## src/rtl/link_led_pkg.sv

```systemverilog
package link_led_pkg;

   typedef enum logic [1:0] {
      MD_IDLE = 2'd0,
      MD_ENUM = 2'd1,
      MD_CONF = 2'd2,
      MD_SUSP = 2'd3
   } link_mode_t;

   localparam int unsigned HZ_PER_KHZ = 1000;

endpackage

```

## src/rtl/lnk_link_mode.sv

```systemverilog
module lnk_link_mode
   import link_led_pkg::*;
(
   input  logic       clk,
   input  logic       rst_n,
   input  logic       suspend,
   input  logic       addr_set,
   input  logic       enum_evt,
   output link_mode_t mode_q,
   output link_mode_t mode_d
);

   // Priority: suspend, then address, then enumeration activity.
   always_comb begin
      if (suspend) begin
         mode_d = MD_SUSP;
      end else if (addr_set) begin
         mode_d = MD_CONF;
      end else if (enum_evt || (mode_q == MD_ENUM)) begin
         mode_d = MD_ENUM;
      end else begin
         mode_d = MD_IDLE;
      end
   end

   always_ff @(posedge clk or negedge rst_n) begin
      if (!rst_n) begin
         mode_q <= MD_IDLE;
      end else begin
         mode_q <= mode_d;
      end
   end

endmodule

```

## src/rtl/lnk_ms_window.sv

```systemverilog
module lnk_ms_window #(
   parameter int unsigned DIV = 48000,
   parameter int unsigned MS  = 100
) (
   input  logic clk,
   input  logic rst_n,
   input  logic start,
   input  logic clear,
   output logic active
);

   localparam int unsigned MSW = $clog2(MS + 1);

   logic [MSW-1:0] ms_q;
   logic           tick;

   assign active = (ms_q != '0);

   generate
      if (DIV > 1) begin : g_presc
         localparam int unsigned PW = $clog2(DIV);
         logic [PW-1:0] presc_q;

         assign tick = (presc_q == PW'(DIV - 1));

         always_ff @(posedge clk or negedge rst_n) begin
            if (!rst_n) begin
               presc_q <= '0;
            end else if (clear || start || tick || !active) begin
               presc_q <= '0;
            end else begin
               presc_q <= presc_q + 1'b1;
            end
         end
      end else begin : g_nopresc
         assign tick = 1'b1;
      end
   endgenerate

   always_ff @(posedge clk or negedge rst_n) begin
      if (!rst_n) begin
         ms_q <= '0;
      end else if (clear) begin
         ms_q <= '0;
      end else if (start) begin
         ms_q <= MSW'(MS);
      end else if (active && tick) begin
         ms_q <= ms_q - 1'b1;
      end
   end

endmodule

```

## src/rtl/lnk_led_stage.sv

```systemverilog
module lnk_led_stage #(
   parameter bit ACTIVE_LOW = 1'b1
) (
   input  logic lit,
   output logic pin
);

   generate
      if (ACTIVE_LOW) begin : g_sink
         assign pin = ~lit;
      end else begin : g_source
         assign pin = lit;
      end
   endgenerate

endmodule

```

## src/rtl/link_led_ctrl.sv

```systemverilog
module link_led_ctrl
   import link_led_pkg::*;
#(
   parameter int unsigned CLK_HZ         = 48_000_000,
   parameter int unsigned OFF_MS         = 100,
   parameter int unsigned ON_MS          = 50,
   parameter bit          LED_ACTIVE_LOW = 1'b1
) (
   input  logic clk,
   input  logic rst_n,
   input  logic enum_evt,
   input  logic addr_set,
   input  logic ack_pulse,
   input  logic suspend,
   output logic led_pin
);

   localparam int unsigned MS_DIV = CLK_HZ / HZ_PER_KHZ;

   generate
      if (MS_DIV < 1) begin : g_bad_clk
         $error("link_led_ctrl: CLK_HZ must be at least 1000");
      end
      if (OFF_MS < 1 || ON_MS < 1) begin : g_bad_win
         $error("link_led_ctrl: window lengths must be non-zero");
      end
   endgenerate

   link_mode_t mode_q;
   link_mode_t mode_d;
   logic       off_act;
   logic       on_act;
   logic       lit;

   lnk_link_mode u_mode (
      .clk      (clk),
      .rst_n    (rst_n),
      .suspend  (suspend),
      .addr_set (addr_set),
      .enum_evt (enum_evt),
      .mode_q   (mode_q),
      .mode_d   (mode_d)
   );

   lnk_ms_window #(.DIV(MS_DIV), .MS(OFF_MS)) u_off_win (
      .clk    (clk),
      .rst_n  (rst_n),
      .start  (ack_pulse && (mode_d == MD_CONF)),
      .clear  (mode_d != MD_CONF),
      .active (off_act)
   );

   lnk_ms_window #(.DIV(MS_DIV), .MS(ON_MS)) u_on_win (
      .clk    (clk),
      .rst_n  (rst_n),
      .start  (enum_evt && (mode_d == MD_ENUM)),
      .clear  (mode_d != MD_ENUM),
      .active (on_act)
   );

   always_comb begin
      unique case (mode_q)
         MD_IDLE: lit = 1'b1;
         MD_ENUM: lit = on_act;
         MD_CONF: lit = !off_act;
         default: lit = 1'b0;
      endcase
   end

   lnk_led_stage #(.ACTIVE_LOW(LED_ACTIVE_LOW)) u_stage (
      .lit (lit),
      .pin (led_pin)
   );

endmodule

```

## config.mk

```make
export PLATFORM = sky130hd
export DESIGN_NAME = link_led_ctrl
export DESIGN_NICKNAME = d
export VERILOG_FILES = /design/src/rtl/link_led_pkg.sv /design/src/rtl/lnk_link_mode.sv /design/src/rtl/lnk_ms_window.sv /design/src/rtl/lnk_led_stage.sv /design/src/rtl/link_led_ctrl.sv
export SDC_FILE = /design/constraint.sdc
export NUM_CORES = 1
export LEC_CHECK = 0
export BUFFER_PORTS_ARGS = -buffer_cell sky130_fd_sc_hd__buf_2
export CAP_MARGIN = 10
export CORE_MARGIN = 1.5
export CORE_UTILIZATION = 30
export DETAILED_ROUTE_END_ITERATION = 10
export MAX_ROUTING_LAYER = met4
export SLEW_MARGIN = 40
export SYNTH_ARGS = -nofsm -noshare
export SYNTH_HDL_FRONTEND = slang
export SYNTH_SLANG_ARGS = --single-unit
```

## constraint.sdc

```tcl
create_clock -name clk -period 2.72 [get_ports clk]
set_clock_uncertainty 0.15 [all_clocks]
set_input_delay 0.272 -clock clk [delete_from_list [all_inputs] [get_ports clk]]
set_output_delay 0.272 -clock clk [all_outputs]
set_load 0.1 [all_outputs]
```

* Word level (Yosys, flattened, before mapping)
Index checks and enable logic that the tools add are counted.
** Operators by class
- $add $sub $neg :: 4
- Eq/ne operators :: 8
- Mux-type cells :: 12
- Bitwise logic cells :: 1
- Reductions and logical operators :: 18
** Operators by type and width (count)
- 16-bit by 1-bit adder with 16-bit output, second input constant :: 2
- 16-bit == test, second input constant :: 2
- 16-bit 2-to-1 mux :: 2
- 7-bit 2-to-1 mux :: 3
- 6-bit 2-to-1 mux :: 3
- 1-bit logical OR :: 7
- 7-bit nonzero test :: 1
- 7-bit by 1-bit subtractor with 7-bit output, second input constant :: 1
- 3-bit nonzero test :: 2
- 6-bit nonzero test :: 1
- 6-bit by 1-bit subtractor with 6-bit output, second input constant :: 1
- 2-bit by 1-bit == test with 1-bit output, second input constant :: 2
- 2-bit == test, second input constant :: 2
- 1-bit logical AND :: 4
- 2-bit 2-to-1 mux :: 2
- 1-bit case mux with 3 select lines :: 1
- 1-bit zero test :: 2
- 2-bit zero test :: 1
- 2-bit by 1-bit != test with 1-bit output, second input constant :: 1
- 2-bit != test, second input constant :: 1
- 1-bit 2-to-1 mux :: 1
- 1-bit NOT :: 1
** Word-level totals
- Flip-flop bits (word level) :: 47
- Output and inout port bits :: 1
- Word-level logic and storage cells :: 48

* Depth between registers and ports, before layout
- Word-level depth :: 11
- Depth in mapped cells :: 7
- Mapped depth without buffers :: 6

* By module
From an unflattened synthesis, not the netlist that was laid out.
** Second synthesis, totals
- Cell total of the unflattened synthesis :: 274
- Area total of the unflattened synthesis :: 2586.2 µm²
** By module, submodules not included
- lnk_ms_window (u_off_win) :: times used 1, cells each 135, area each 1270.0 µm²
- lnk_ms_window (u_on_win) :: times used 1, cells each 123, area each 1192.4 µm²
- lnk_link_mode :: times used 1, cells each 6, area each 76.3 µm²
- link_led_ctrl :: times used 1, cells each 9, area each 43.8 µm²
- lnk_led_stage :: times used 1, cells each 1, area each 3.8 µm²

* Worst setup path before layout
OpenSTA, ideal clock, no wires.
- Kind :: register to output
- From :: reg u_off_win.ms_q[0]
- To :: out led_pin
- Data arrival time :: 2.902 ns
- Required time :: 2.298 ns
- Setup slack :: -0.604 ns
- Stages on the path, launching flop included :: 6
- Buffers on the path :: 0
- Path through :: dfrtp_1 > inv_1 > ha_1 > nand2b_1 > nor2_1 > o21ai_0
** Between the ends
- Cells in the longest elaborated chain, start to end :: 4
** RTL lines
- from (decl) :: RTL line lnk_ms_window.sv:14 : logic [MSW-1:0] ms_q;
- from (signal assigned) :: RTL line lnk_ms_window.sv:46 : ms_q <= MSW'(MS);
- from (signal assigned) :: RTL line lnk_ms_window.sv:48 : ms_q <= ms_q - 1'b1;
- 7-bit nonzero test :: RTL line lnk_ms_window.sv:17 : assign active = (ms_q != '0);
- 1-bit zero test :: RTL line link_led_ctrl.sv:65 : MD_CONF: lit = !off_act;
- 1-bit case mux with 3 select lines :: RTL line link_led_ctrl.sv:62 : unique case (mode_q)
- 1-bit NOT :: RTL line lnk_led_stage.sv:10 : assign pin = ~lit;
- to (decl) :: RTL line link_led_ctrl.sv:15 : output logic led_pin
No other way between the ends.

* Final worst setup path
- From :: reg u_on_win.ms_q[0]
- To :: out led_pin
** Between the ends
- Cells in the longest elaborated chain, start to end :: 3
** RTL lines (RTL line)
- from (decl) :: lnk_ms_window.sv:14
- from (signal assigned) :: lnk_ms_window.sv:46
- from (signal assigned) :: lnk_ms_window.sv:48
- 6-bit nonzero test :: lnk_ms_window.sv:17
- 1-bit case mux with 3 select lines :: link_led_ctrl.sv:62
- 1-bit NOT :: lnk_led_stage.sv:10
No other way between the ends.

==> reports/results.tsv <==
metric	value	unit
io pins	7	
cells after synthesis	280	
worst skew pair latency	290	ps
post-CTS sizing	0	
post-synthesis async set-or-reset flop share	100.0	%
Rel. slew slack	60.78	%
MaxCap Viol Count	0	
unique cell type count in the Yosys netlist	45	
Clock Sinks	47	
Fillers	843	
CTS root buf	clkbuf_8	
maximum VDD drop	0.1875	mV
fin. max-slew vios	0	
Mapped Area	2589	sq um
Initial Util	31.19	%
Crit. End Element	output port	
register bit total from synthesis	47	
core area	8299	sq um
vias per inst	5.160	
Worst Hold Class	primary input to flop	
Peak Freq	409.3	MHz
Fin Setup TNS	0	ps
area grow syn2layout	11.12	%
largest net degree at the start of global routing	22	
run status	finished clean	
crit path launch type	flop	
Post-synth EDFFs	0	
vias post-DR	2059	
gr ovfl total	0	
minimum clock period	2443	ps
crit path buf inv count	2	
Worst EP arrival	2020	ps
Fin. Hold Viols	0	
first-pass GRT wire length	8742	um
Pre-Repair DR Iteration Count	4	
PD cells	447.6	nW/um^2
Worst path top cell family by delay	buffers and inverters	
fin crit share	89.83	%
Synth Net Count	292	
antenna fix cells	0	
Bufs on Longest Clock Path	2	
Setup Buffers After CTS	0	
total global-route track usage	12.26	%
Nets	306	
unrepaired setup endpoints after global routing	no	
final setup fails	0	
final wirelength	5096	um
routed length per placed instance	12.77	um
number of antenna violations at the first check in global routing	0	
critical-path maximum fanout	4	
Pleak	1.078	nW
H-tree Lvls	2	
total CTS buffers	5	
WS Path Type	flop to output port	
overall power	1.287	mW
DRC	0	
die area	9195	sq um
CTS tree	done	
synthesized area per cell	9.245	sq um
ratio of cells with drive above 1 in the final layout	8.844	%
Routed Antenna Nets	0	
cells along the critical path	inv_1 -> ha_1 -> nor2b_1 -> and2_1 -> o21ai_0 -> o21ai_1 -> buf_2	
Synth Flop Type	dfrtp_1	
worst-margin pin slew	586.6	ps
CP peak stage delay	430	ps
detailed placer's ending HPWL	3666	um
initial drt markers	92	
PortBufs	6	
worst path required time	2300	ps
Slowest-stage cell, CP	buf_2	
Die Span X	95.89	um
FP Rows	33	
die height	95.89	um
clock slew at reported path FFs	90	ps
vias in the first global route	1916	
sequential area share after synthesis	45.43	%
gpl congestion	0.8417	
synth warn	0	
[cell type report]
class | count | area (sq um) | area share [%]
multi-input cells | 214 | 1333 | 46.32
inverters | 13 | 48.80 | 1.696
clock inverters | 1 | 30.03 | 1.044
well taps | 105 | 131.4 | 4.567
flip-flops and latches | 47 | 1176 | 40.89
repair buffers | 13 | 85.08 | 2.958
clock buffers | 6 | 72.57 | 2.523
[worst paths after layout]
kind | from | endpoint | slack [ps] | cells past startpoint
max reg2reg | u_off_win.g_presc.presc_q[7] | u_off_win.ms_q[3] | 330 | 4
max in group asynchronous | rst_n | u_on_win.g_presc.presc_q[9] | 1530 | 3
min reg2reg | u_on_win.g_presc.presc_q[0] | u_on_win.g_presc.presc_q[0] | 310 | 1
min | addr_set | u_mode.mode_q[0] | 50 | 2
min in group asynchronous | rst_n | u_off_win.ms_q[0] | 280 | 2
max | u_on_win.ms_q[0] | led_pin | 280 | 7
[synth_stat cells (2+ instances only)]
cell / number / area [sq um]
dfrtp_1: 47 / 1176
xnor2_1: 11 / 96.34
nand3_1: 18 / 90.09
or4_1: 4 / 30.03
and2_1: 4 / 25.02
and3_1: 3 / 18.77
nand4_1: 13 / 81.33
nor4_1: 9 / 56.30
mux2i_1: 2 / 20.02
nand4b_1: 5 / 43.79
nor4b_1: 2 / 17.52
a21oi_1: 11 / 55.05
or3_1: 6 / 37.54
o21ai_0: 9 / 45.04
nor3_1: 12 / 60.06
nor2_1: 33 / 123.9
nand4bb_1: 2 / 22.52
and4_1: 2 / 17.52
nand2b_1: 6 / 37.54
clkbuf_1: 4 / 15.01
nor2b_1: 2 / 12.51
or2_2: 2 / 12.51
inv_1: 13 / 48.80
ha_1: 6 / 75.07
xor2_1: 11 / 96.34
nand2_1: 20 / 75.07
a21o_1: 2 / 15.01
or4b_2: 2 / 20.02
o31ai_1: 3 / 22.52
[report_power, final]
group	internal (mW)	switching, mW	leakage (nW)
Combinational	0.0255	0.0577	0.380
Sequential	0.704	0.00539	0.647
Clock	0.270	0.225	0.0513
Total	1.00	0.288	1.08
[cells by family (layout without fill, tap and decap cells)]
logic type,count (synthesis),count (layout),share of synthesized area (%)
compound gates,34,34,8.217
xor+xnor,22,22,7.443
fa+ha+maj,6,6,2.900
buf+inv,19,33,3.093
flops,47,47,45.43
mux,2,2,0.7734
simple gates,150,150,32.14
[cells in the final DEF (no fill, tap or decap), types with 2 or more instances in the layout]
cell type,count
dfrtp_1,47
nor2_1,33
nand2_1,20
nand3_1,18
inv_1,13
nand4_1,13
nor3_1,12
a21oi_1,11
xnor2_1,11
xor2_1,11
nor4_1,9
o21ai_0,8
or3_1,6
nand2b_1,6
ha_1,6
buf_2,6
buf_4,6
nand4b_1,5
clkbuf_8,5
or4_1,4
and2_1,4
and3_1,3
o31ai_1,3
nor2b_1,2
nor4b_1,2
nand4bb_1,2
and4_1,2
or2_2,2
or4b_2,2
mux2i_1,2
a21o_1,2
[per-layer routing]
| layer | routed length [um] | vias to the layer above | track usage [%] | share of wire, % |
|---|---|---|---|---|
| li1 | - | 1033 | - | - |
| met1 | 2589 | 982 | 16.43 | 51 |
| met2 | 2345 | 40 | 19.42 | 46 |
| met3 | 124 | 4 | 1.659 | 2.4 |
| met4 | 37 | 0 | 3.309 | 0.73 |
| met5 | 0 | - | - | 0 |
[registers in the layout (all words and copies together) (netlist names)]
| signal | cells |
|---|---|
| u_off_win.g_presc.presc_q | 16 |
| u_on_win.ms_q | 6 |
| u_off_win.ms_q | 7 |
| u_on_win.g_presc.presc_q | 16 |
| u_mode.mode_q | 2 |
[repair_timing]
action | in CTS | in global routing
hold buffers | 1 | 0
endpoints found under the hold margin | 15 | 0
setup endpoints to repair | 0 | 0
[per-stage QoR]
step           cell area (sq um)  cells  hold WS (ps)  setup slack (ps)  util [%]
2_1_floorplan               2589    280        -173.6             154.2         -
3_3_place_gp                2764    391         66.78             371.5     33.30
5_1_grt                     2877    399         53.14             18.94     34.66
4_1_cts                     2877    399         31.68             247.0     34.66
3_5_place_dp                2764    391         67.76             359.4     33.30
6_report                    2877    399         45.51             276.7     34.66
(Power assumes the default switching activity.)
